**src/rtl/hpo_pkg.sv**
```systemverilog
package hpo_pkg;
   typedef enum logic [1:0] {
      DRV_RELEASE = 2'b00,
      DRV_DIFF1   = 2'b01,
      DRV_DIFF0   = 2'b10,
      DRV_SE0     = 2'b11
   } drv_code_e;

   typedef struct packed {
      logic dp_oe;
      logic dp_out;
      logic dm_oe;
      logic dm_out;
   } line_drive_t;
endpackage

```
**src/rtl/hpo_sync.sv**
```systemverilog
module hpo_sync #(
   parameter int WIDTH  = 2,
   parameter int STAGES = 2
) (
   input  logic             clk,
   input  logic             rst_n,
   input  logic [WIDTH-1:0] d,
   output logic [WIDTH-1:0] q
);
   if (STAGES < 2) begin : g_bad_stages
      $error("hpo_sync: STAGES must be at least 2");
   end

   logic [WIDTH-1:0] stage_q [STAGES];

   always_ff @(posedge clk or negedge rst_n) begin
      if (!rst_n) begin
         for (int i = 0; i < STAGES; i++) stage_q[i] <= '0;
      end else begin
         stage_q[0] <= d;
         for (int i = 1; i < STAGES; i++) stage_q[i] <= stage_q[i-1];
      end
   end

   assign q = stage_q[STAGES-1];
endmodule

```
**src/rtl/hpo_drive.sv**
```systemverilog
module hpo_drive
   import hpo_pkg::*;
(
   input  logic [1:0]  code,
   input  logic        low_dp,
   input  logic        low_dm,
   output line_drive_t drv
);
   line_drive_t base;

   always_comb begin
      base = '0;
      case (drv_code_e'(code))
         DRV_DIFF1: base = '{dp_oe: 1'b1, dp_out: 1'b1, dm_oe: 1'b1, dm_out: 1'b0};
         DRV_DIFF0: base = '{dp_oe: 1'b1, dp_out: 1'b0, dm_oe: 1'b1, dm_out: 1'b1};
         DRV_SE0:   base = '{dp_oe: 1'b1, dp_out: 1'b0, dm_oe: 1'b1, dm_out: 1'b0};
         default:   base = '0;
      endcase
   end

   always_comb begin
      drv = base;
      if (low_dp) begin
         drv.dp_oe  = 1'b1;
         drv.dp_out = 1'b0;
      end
      if (low_dm) begin
         drv.dm_oe  = 1'b1;
         drv.dm_out = 1'b0;
      end
   end
endmodule

```
**src/rtl/hpo_linemon.sv**
```systemverilog
module hpo_linemon #(
   parameter int SYNC_STAGES = 2
) (
   input  logic clk,
   input  logic rst_n,
   input  logic bus_rst,
   input  logic dp_raw,
   input  logic dm_raw,
   output logic se0_q,
   output logic data_q
);
   logic [1:0] sync_q;
   logic       dp_s, dm_s, is_se0, is_diff;

   hpo_sync #(.WIDTH(2), .STAGES(SYNC_STAGES)) u_sync (
      .clk   (clk),
      .rst_n (rst_n),
      .d     ({dp_raw, dm_raw}),
      .q     (sync_q)
   );

   assign dp_s    = sync_q[1];
   assign dm_s    = sync_q[0];
   assign is_se0  = !dp_s && !dm_s;
   assign is_diff = dp_s ^ dm_s;

   always_ff @(posedge clk or negedge rst_n) begin
      if (!rst_n) begin
         se0_q  <= 1'b0;
         data_q <= 1'b0;
      end else if (bus_rst) begin
         se0_q  <= 1'b0;
         data_q <= 1'b0;
      end else begin
         se0_q <= is_se0;
         if (is_diff) data_q <= dp_s;
      end
   end

   AST_DATA_HOLD: assert property (@(posedge clk) disable iff (!rst_n)
      (!bus_rst && !is_diff) |=> $stable(data_q));
   AST_DATA_TRACK: assert property (@(posedge clk) disable iff (!rst_n)
      (!bus_rst && is_diff) |=> (data_q == $past(dp_s)));
   AST_BUS_RST_LINE: assert property (@(posedge clk) disable iff (!rst_n)
      bus_rst |=> (!se0_q && !data_q));
endmodule

```
**src/rtl/hpo_port_override.sv**
```systemverilog
module hpo_port_override
   import hpo_pkg::*;
#(
   parameter int NPORTS      = 4,
   parameter int DATA_W      = 8,
   parameter int ADDR_W      = 8,
   parameter int ADDR_CTRL   = 0,
   parameter int ADDR_FLOW   = 1,
   parameter int ADDR_SE0    = 2,
   parameter int ADDR_DATA   = 3,
   parameter int SYNC_STAGES = 2
) (
   input  logic              clk,
   input  logic              rst_n,
   input  logic              bus_rst,
   input  logic [ADDR_W-1:0] addr,
   input  logic              wr_en,
   input  logic [DATA_W-1:0] wdata,
   output logic [DATA_W-1:0] rdata,
   input  logic [NPORTS-1:0] line_dp,
   input  logic [NPORTS-1:0] line_dm,
   output logic [NPORTS-1:0] dp_oe,
   output logic [NPORTS-1:0] dp_out,
   output logic [NPORTS-1:0] dm_oe,
   output logic [NPORTS-1:0] dm_out
);
   localparam int FIELD_BITS = 2 * NPORTS;

   if (FIELD_BITS > DATA_W) begin : g_bad_width
      $error("hpo_port_override: 2*NPORTS exceeds DATA_W");
   end
   if (ADDR_CTRL == ADDR_FLOW || ADDR_CTRL == ADDR_SE0 || ADDR_CTRL == ADDR_DATA ||
       ADDR_FLOW == ADDR_SE0  || ADDR_FLOW == ADDR_DATA || ADDR_SE0 == ADDR_DATA) begin : g_bad_map
      $error("hpo_port_override: register addresses must differ");
   end

   logic [FIELD_BITS-1:0] ctrl_q, flow_q;
   logic [NPORTS-1:0]     se0_vec, data_vec;
   logic                  ctrl_wr, flow_wr;

   assign ctrl_wr = wr_en && (addr == ADDR_W'(ADDR_CTRL));
   assign flow_wr = wr_en && (addr == ADDR_W'(ADDR_FLOW));

   // drive-code register: cleared by both resets
   always_ff @(posedge clk or negedge rst_n) begin
      if (!rst_n)       ctrl_q <= '0;
      else if (bus_rst) ctrl_q <= '0;
      else if (ctrl_wr) ctrl_q <= wdata[FIELD_BITS-1:0];
   end

   // force-low register: chip reset only
   always_ff @(posedge clk or negedge rst_n) begin
      if (!rst_n)       flow_q <= '0;
      else if (flow_wr) flow_q <= wdata[FIELD_BITS-1:0];
   end

   always_comb begin
      if (addr == ADDR_W'(ADDR_CTRL))      rdata = DATA_W'(ctrl_q);
      else if (addr == ADDR_W'(ADDR_FLOW)) rdata = DATA_W'(flow_q);
      else if (addr == ADDR_W'(ADDR_SE0))  rdata = DATA_W'(se0_vec);
      else if (addr == ADDR_W'(ADDR_DATA)) rdata = DATA_W'(data_vec);
      else                                 rdata = '0;
   end

   for (genvar p = 0; p < NPORTS; p++) begin : g_port
      line_drive_t drv;

      hpo_drive u_drive (
         .code   (ctrl_q[2*p+1:2*p]),
         .low_dp (flow_q[2*p+1]),
         .low_dm (flow_q[2*p]),
         .drv    (drv)
      );

      assign dp_oe[p]  = drv.dp_oe;
      assign dp_out[p] = drv.dp_out;
      assign dm_oe[p]  = drv.dm_oe;
      assign dm_out[p] = drv.dm_out;

      hpo_linemon #(.SYNC_STAGES(SYNC_STAGES)) u_mon (
         .clk     (clk),
         .rst_n   (rst_n),
         .bus_rst (bus_rst),
         .dp_raw  (line_dp[p]),
         .dm_raw  (line_dm[p]),
         .se0_q   (se0_vec[p]),
         .data_q  (data_vec[p])
      );

      AST_LOW_WINS_DP: assert property (@(posedge clk) disable iff (!rst_n)
         flow_q[2*p+1] |-> (dp_oe[p] && !dp_out[p]));
      AST_LOW_WINS_DM: assert property (@(posedge clk) disable iff (!rst_n)
         flow_q[2*p] |-> (dm_oe[p] && !dm_out[p]));
      AST_RELEASED: assert property (@(posedge clk) disable iff (!rst_n)
         (ctrl_q[2*p+1:2*p] == 2'b00 && flow_q[2*p+1:2*p] == 2'b00) |-> (!dp_oe[p] && !dm_oe[p]));
   end

   AST_BUS_RST_CTRL: assert property (@(posedge clk) disable iff (!rst_n)
      bus_rst |=> (ctrl_q == '0));
   AST_BUS_RST_FLOW: assert property (@(posedge clk) disable iff (!rst_n)
      (bus_rst && !flow_wr) |=> $stable(flow_q));
   AST_RESERVED_ZERO: assert property (@(posedge clk) disable iff (!rst_n)
      (addr == ADDR_W'(ADDR_SE0)) |-> (rdata[DATA_W-1:NPORTS] == '0));
endmodule

```
**config.mk**
```make
export PLATFORM = sky130hd
export DESIGN_NAME = hpo_port_override
export DESIGN_NICKNAME = d
export VERILOG_FILES = /design/src/rtl/hpo_pkg.sv /design/src/rtl/hpo_sync.sv /design/src/rtl/hpo_drive.sv /design/src/rtl/hpo_linemon.sv /design/src/rtl/hpo_port_override.sv
export SDC_FILE = /design/constraint.sdc
export NUM_CORES = 1
export LEC_CHECK = 0
export BUFFER_PORTS_ARGS = -buffer_cell sky130_fd_sc_hd__buf_2
export CAP_MARGIN = 5
export CORE_MARGIN = 2
export CORE_UTILIZATION = 46
export CTS_CLUSTER_DIAMETER = 150
export DETAILED_ROUTE_END_ITERATION = 7
export PLACE_DENSITY = 0.75
export SKIP_LAST_GASP = 1
export SYNTH_ARGS = -nofsm -noshare
export SYNTH_HDL_FRONTEND = slang
export SYNTH_SLANG_ARGS = --single-unit
```
**constraint.sdc**
```tcl
create_clock -name clk -period 1.4 [get_ports clk]
set_input_delay 0.28 -clock clk [delete_from_list [all_inputs] [get_ports clk]]
set_output_delay 0.28 -clock clk [all_outputs]
set_load 0.01 [all_outputs]
```
# Word level (Yosys, flattened, before mapping)
# Index checks and enable logic that the tools add are counted.
[totals]
register_bits = 40
in_bits = 28
out_inout_bits = 24
word_cells = 87
[op_classes]
eq_ne = 15
n_mux = 30
bitwise = 4
reduce_logical = 20
[op_table]
columns = ["cell", "count"]
rows = [
  ["case mux 4 bit (3 select lines)", 4],
  ["2-to-1 mux 8 bit", 4],
  ["== test 2 bit (second input constant)", 8],
  ["== test 8 x 2 -> 1 bit (second input constant)", 2],
  ["2-to-1 mux 2 bit", 8],
  ["2-to-1 mux 1 bit", 12],
  ["nonzero test 2 bit", 5],
  ["== test 2 x 1 -> 1 bit (second input constant)", 4],
  ["== test 8 x 1 -> 1 bit (second input constant)", 1],
  ["logical NOT 1 bit", 8],
  ["logical NOT 8 bit", 1],
  ["2-to-1 mux 4 bit", 2],
  ["logical AND 1 bit", 6],
  ["bitwise XOR 1 bit", 4],
]

# Depth between registers and ports, before layout
[logic_depth]
word_depth = 5
depth_mapped = 4
mapped_depth_nobuf = 4

# Hierarchy
# From an unflattened synthesis, not the netlist that was laid out.
[hier_totals]
hier_cells = 146
hier_area_um2 = 1853.0
[by_module_without_submodules]
columns = ["module", "instances", "cells_each", "area_per_inst_um2", "seq_area_each_um2"]
rows = [
  ["hpo_port_override", 1, 74, 922.1, 400.4],
  ["hpo_sync", 4, 6, 115.1, 100.1],
  ["hpo_linemon", 4, 8, 90.1, 50.0],
  ["hpo_drive", 4, 4, 27.5, 0.0],
]

# Worst setup path before layout
# OpenSTA, ideal clock, no wires.
[synth_path]
path_kind = "input to output"
from = "input addr[0]"
to = "output rdata[0]"
t_arrival_ns = 1.250
path_slack_ns = -0.130
path_stages = 3
cell_sequence = "buf_2 mux4_2 and3_2"
[synth_between]
elab_chain_cells = 5
[synth_lines]
columns = ["element", "line_no", "rtl"]
rows = [
  ["from (decl)", "hpo_port_override.sv:16", "input logic [ADDR_W-1:0] addr,"],
  ["== test 8 x 2 -> 1 bit", "hpo_port_override.sv:61", "else if (addr == ADDR_W'(ADDR_DATA)) rdata = DATA_W'(data_vec);"],
  ["2-to-1 mux 4 bit", "hpo_port_override.sv:61", ""],
  ["2-to-1 mux 4 bit", "hpo_port_override.sv:60", "else if (addr == ADDR_W'(ADDR_SE0)) rdata = DATA_W'(se0_vec);"],
  ["2-to-1 mux 8 bit", "hpo_port_override.sv:59", "else if (addr == ADDR_W'(ADDR_FLOW)) rdata = DATA_W'(flow_q);"],
  ["2-to-1 mux 8 bit (*)", "hpo_port_override.sv:58", "if (addr == ADDR_W'(ADDR_CTRL)) rdata = DATA_W'(ctrl_q);"],
  ["to (decl)", "hpo_port_override.sv:19", "output logic [DATA_W-1:0] rdata,"],
]
# Every way passes the cells marked *; elsewhere a longest branch is shown, timed or not.

# Worst setup path after layout
[layout_path]
from = "register ctrl_q[2]"
to = "output rdata[2]"
[layout_between]
elab_chain_cells = 1
[layout_lines]
columns = ["element", "line_no", "rtl"]
rows = [
  ["from (decl)", "hpo_port_override.sv:37", "logic [FIELD_BITS-1:0] ctrl_q, flow_q;"],
  ["from (signal assigned)", "hpo_port_override.sv:48", "else if (ctrl_wr) ctrl_q <= wdata[FIELD_BITS-1:0];"],
  ["2-to-1 mux 8 bit", "hpo_port_override.sv:58", ""],
]
# No other way between the ends.

==> summary.txt <==
Outcome
  • Outcome: finished, violations left
  • Failing checks: setup timing

Drt
  • DR WL/cell: roughly 15 um
  • Via count: between 1000 and 1500
  • Vias per inst: 4.89
  • # DRC: 0
  • TritonRoute pass-1 iters: 4
  • WL final: roughly 4500 um
  • DRT antenna net count: 0
  • Drt initial violations: 63

Global routing
  • GRT busiest layer: met2
  • Met2 Usage GRT: around 37%
  • Antenna violations before repair: 0
  • First-pass GRT wire length: about 6600 um
  • Grt ovf: 0
  • Largest net degree at the start of global routing: 25
  • Number of global-route vias before repair: 1469
  • Met3 global-route usage: 3.89%
  • Routing usage on met1: 23.4%
  • Total GRT Usage: 20.7%

Synthesis
  • Seq/Total Area, Yosys: 55.7%
  • FF+latch count, synth: 40
  • Number of enable-type register cells in the synthesized netlist: 0
  • Ys flop type: dfrtp_1
  • Cells after Synth: ~140
  • Synth cell count leaders: dfrtp_1 (40), mux2i_1 (16), nand2b_1 (16)
  • Syn avg cell area: between 10 and 15 um2
  • Most common cell in the netlist: dfrtp_1
  • Syn. warnings: 0
  • Post-synth top area share: a little under three fifths
  • Async set-reset flop share out of synthesis: between 90% and 100%
  • Syn Nets: between 150 and 200
  • Leading area contributor after synthesis: dfrtp_1
  • Main area contributors after synthesis: dfrtp_1 (56%), mux2i_1 (8.9%), nand2b_1 (5.6%), mux2_2 (5.0%), mux4_2 (5.0%)
  • Mapped Area: 0.00180 mm2
  • Synth unique cells: 20

STA
  • Fmax: between 500 and 600 MHz
  • Worst Max-Slew Pin Slew: between 400 and 500 ps
  • Slew headroom: between 70% and 80%
  • Hold Vio Cnt, Final: 0
  • Final TNS setup: -3310 ps
  • Period minus WS final: between 1500 and 2000 ps
  • Fin crit share: 123%
  • Pins Over Slew Limit: 0
  • Final setup viols: 23
  • Worst setup slack after layout: -323 ps
  • Unrepaired setup endpoints after global routing: true
  • Final Skew: 7.03 ps

Critical path
  • CP Capture Type: output port
  • Arr. time, crit path: 1440 ps
  • Type of the worst setup path: reg -> out
  • Req. time, crit path: between 1000 and 1500 ps
  • Total stage count of the critical path: 3
  • Slowest CP cell: mux4_2
  • Setup crit start kind: register
  • Delay-heaviest family, CP: multiplexers
  • Crit path max fanout: 2
  • R2r worst-path depth: 4
  • Slowest stage delay, CP: approximately 470 ps
  • WP buf/inv: 1
  • CP Cell Sequence: mux4_2 -> and3_4 -> buf_6
  • R2r setup slk: approximately 310 ps

Die
  • Die width: roughly 66 um
  • Die Ht: between 60 and 70 um
  • Row count: 22
  • Die area: ~0.0044 mm2
  • Starting Density: between 40 and 50%
  • Core Box Area: between 0.003 and 0.004 mm2
  • Num ports: 52

Clocking
  • Clk Latency, worst-skew pair: slightly below 300 ps
  • Clk slew on worst S/H paths: roughly 70 ps
  • CTS H-tree depth: 2
  • Root Driver: clkbuf_8
  • TritonCTS clock tree: yes
  • CTS Buf Count: 5
  • Sink Count: 40
  • Clk buf depth: 2

Layout
  • Storage cell area: approximately 0.0010 mm2
  • Nets@finish: 275
  • Area growth, synth to finish: 53.6%
  • Final core occ: 74.3%
  • Area of the multi-input gates: ~820 um2
  • Layout cells sized above 1: 57.4%
  • Ant. Diodes: 0
  • Fillers: around 230
  • Post-route cell area: between 0.002 and 0.003 mm2

Pwr
  • Maximum vdd drop: approximately 0.8 mV
  • Design Power: 2.42 mW
  • Static Leak: roughly 1.5 nW
  • PwrDens: just under 900 mW/mm2

Placement
  • DP Area: 0.00225 mm2
  • Port Buffers: between 50 and 60
  • GP Congestion: 0.867
  • DP Wirelength: approximately 3000 um

Hold path
  • Hold depth: 1
  • Hold Path Class: in -> reg

Run
  • Max-cap violations: 0
-- per-layer routing --
layer	part of all wire, %	wire, um
met1	41	1860
met2	53	2370
met3	4.2	190
met4	2.0	89
met5	0	0
-- final timing paths --
check                                                            start                                     endpoint
max                                              ctrl_q[2]$_DFFE_PN0P_                                     rdata[2]
min                                                         line_dm[0]  g_port[0].u_mon.u_sync.stage_q[2]$_DFF_PN0_
max reg2reg                                      flow_q[1]$_DFFE_PN0P_                        flow_q[1]$_DFFE_PN0P_
min reg2reg                g_port[0].u_mon.u_sync.stage_q[2]$_DFF_PN0_        g_port[0].u_mon.u_sync.q[0]$_DFF_PN0_
max in group asynchronous                                        rst_n                        ctrl_q[4]$_DFFE_PN0P_
min in group asynchronous                                        rst_n        g_port[1].u_mon.u_sync.q[1]$_DFF_PN0_
-- registers in the layout, summed over array words and instances (netlist names) --
| signal | count |
|---|---|
| flow_q | 8 |
| ctrl_q | 8 |
| g_port.u_mon.data_q | 4 |
| g_port.u_mon.se0_q | 4 |
| g_port.u_mon.u_sync.q | 8 |
| g_port.u_mon.u_sync.stage_q | 8 |
-- placed cells by master, fill, tap and decap left out, types with 5 or more instances in the layout --
master and instances:
buf_2 46, buf_4 35, buf_6 19, clkbuf_8 5, dfrtp_1 38, inv_1 8, mux2_2 8, mux2i_1 15
nand2b_1 16, nor2_1 8, nor3b_2 7, or3_1 7
-- where the power goes --
group / internal (mW) / switching, mW / leakage (nW)
Sequential: 1.20 / 0.0247 / 0.512
Clock: 0.529 / 0.373 / 0.0552
Combinational: 0.165 / 0.131 / 0.977
Total: 1.90 / 0.528 / 1.54
-- per-stage QoR --
step	worst slack, ps	instances	hold slack, ps
after floorplan	-15.4	139	-15.6
after global placement	-182	254	225
after detailed placement	-216	254	243
after CTS	-320	274	81.2
after global routing	-363	292	80.3
final	-323	292	95.5
-- cell families after synthesis --
kind of cell	after synthesis	synth area share (%)
adder cells (fa/ha/maj)	4	2.79
buffers and inverters	13	3.27
flip-flops	40	55.7
multiplexers	28	18.9
AND/OR/NAND/NOR	54	19.3
-- area by class of cell --
type	instances	area share, %
flip-flops and latches	40	36.4
clock inverters	2	1.27
multi-input cells	86	29.8
inverters	8	1.09
repair buffers	102	26.7
clock buffers	6	2.63
well taps	48	2.18
-- worst reg2reg max path, stage by stage (launching register included) --
cell and delay, ps:
dfrtp_1 390, buf_6 120, buf_6 100, buf_4 120
mux2_2 250
-- repair_timing --
action / in CTS / in global routing
pin swaps: 10 / 10
resized for setup: 20 / 20
endpoints found under the setup margin: 21 / 24
hold buffers: 1 / 0
setup buffers: 11 / 18
gates cloned: 0 / 0
endpoints found under the hold margin: 17 / 0
(Power assumes the default switching activity.)
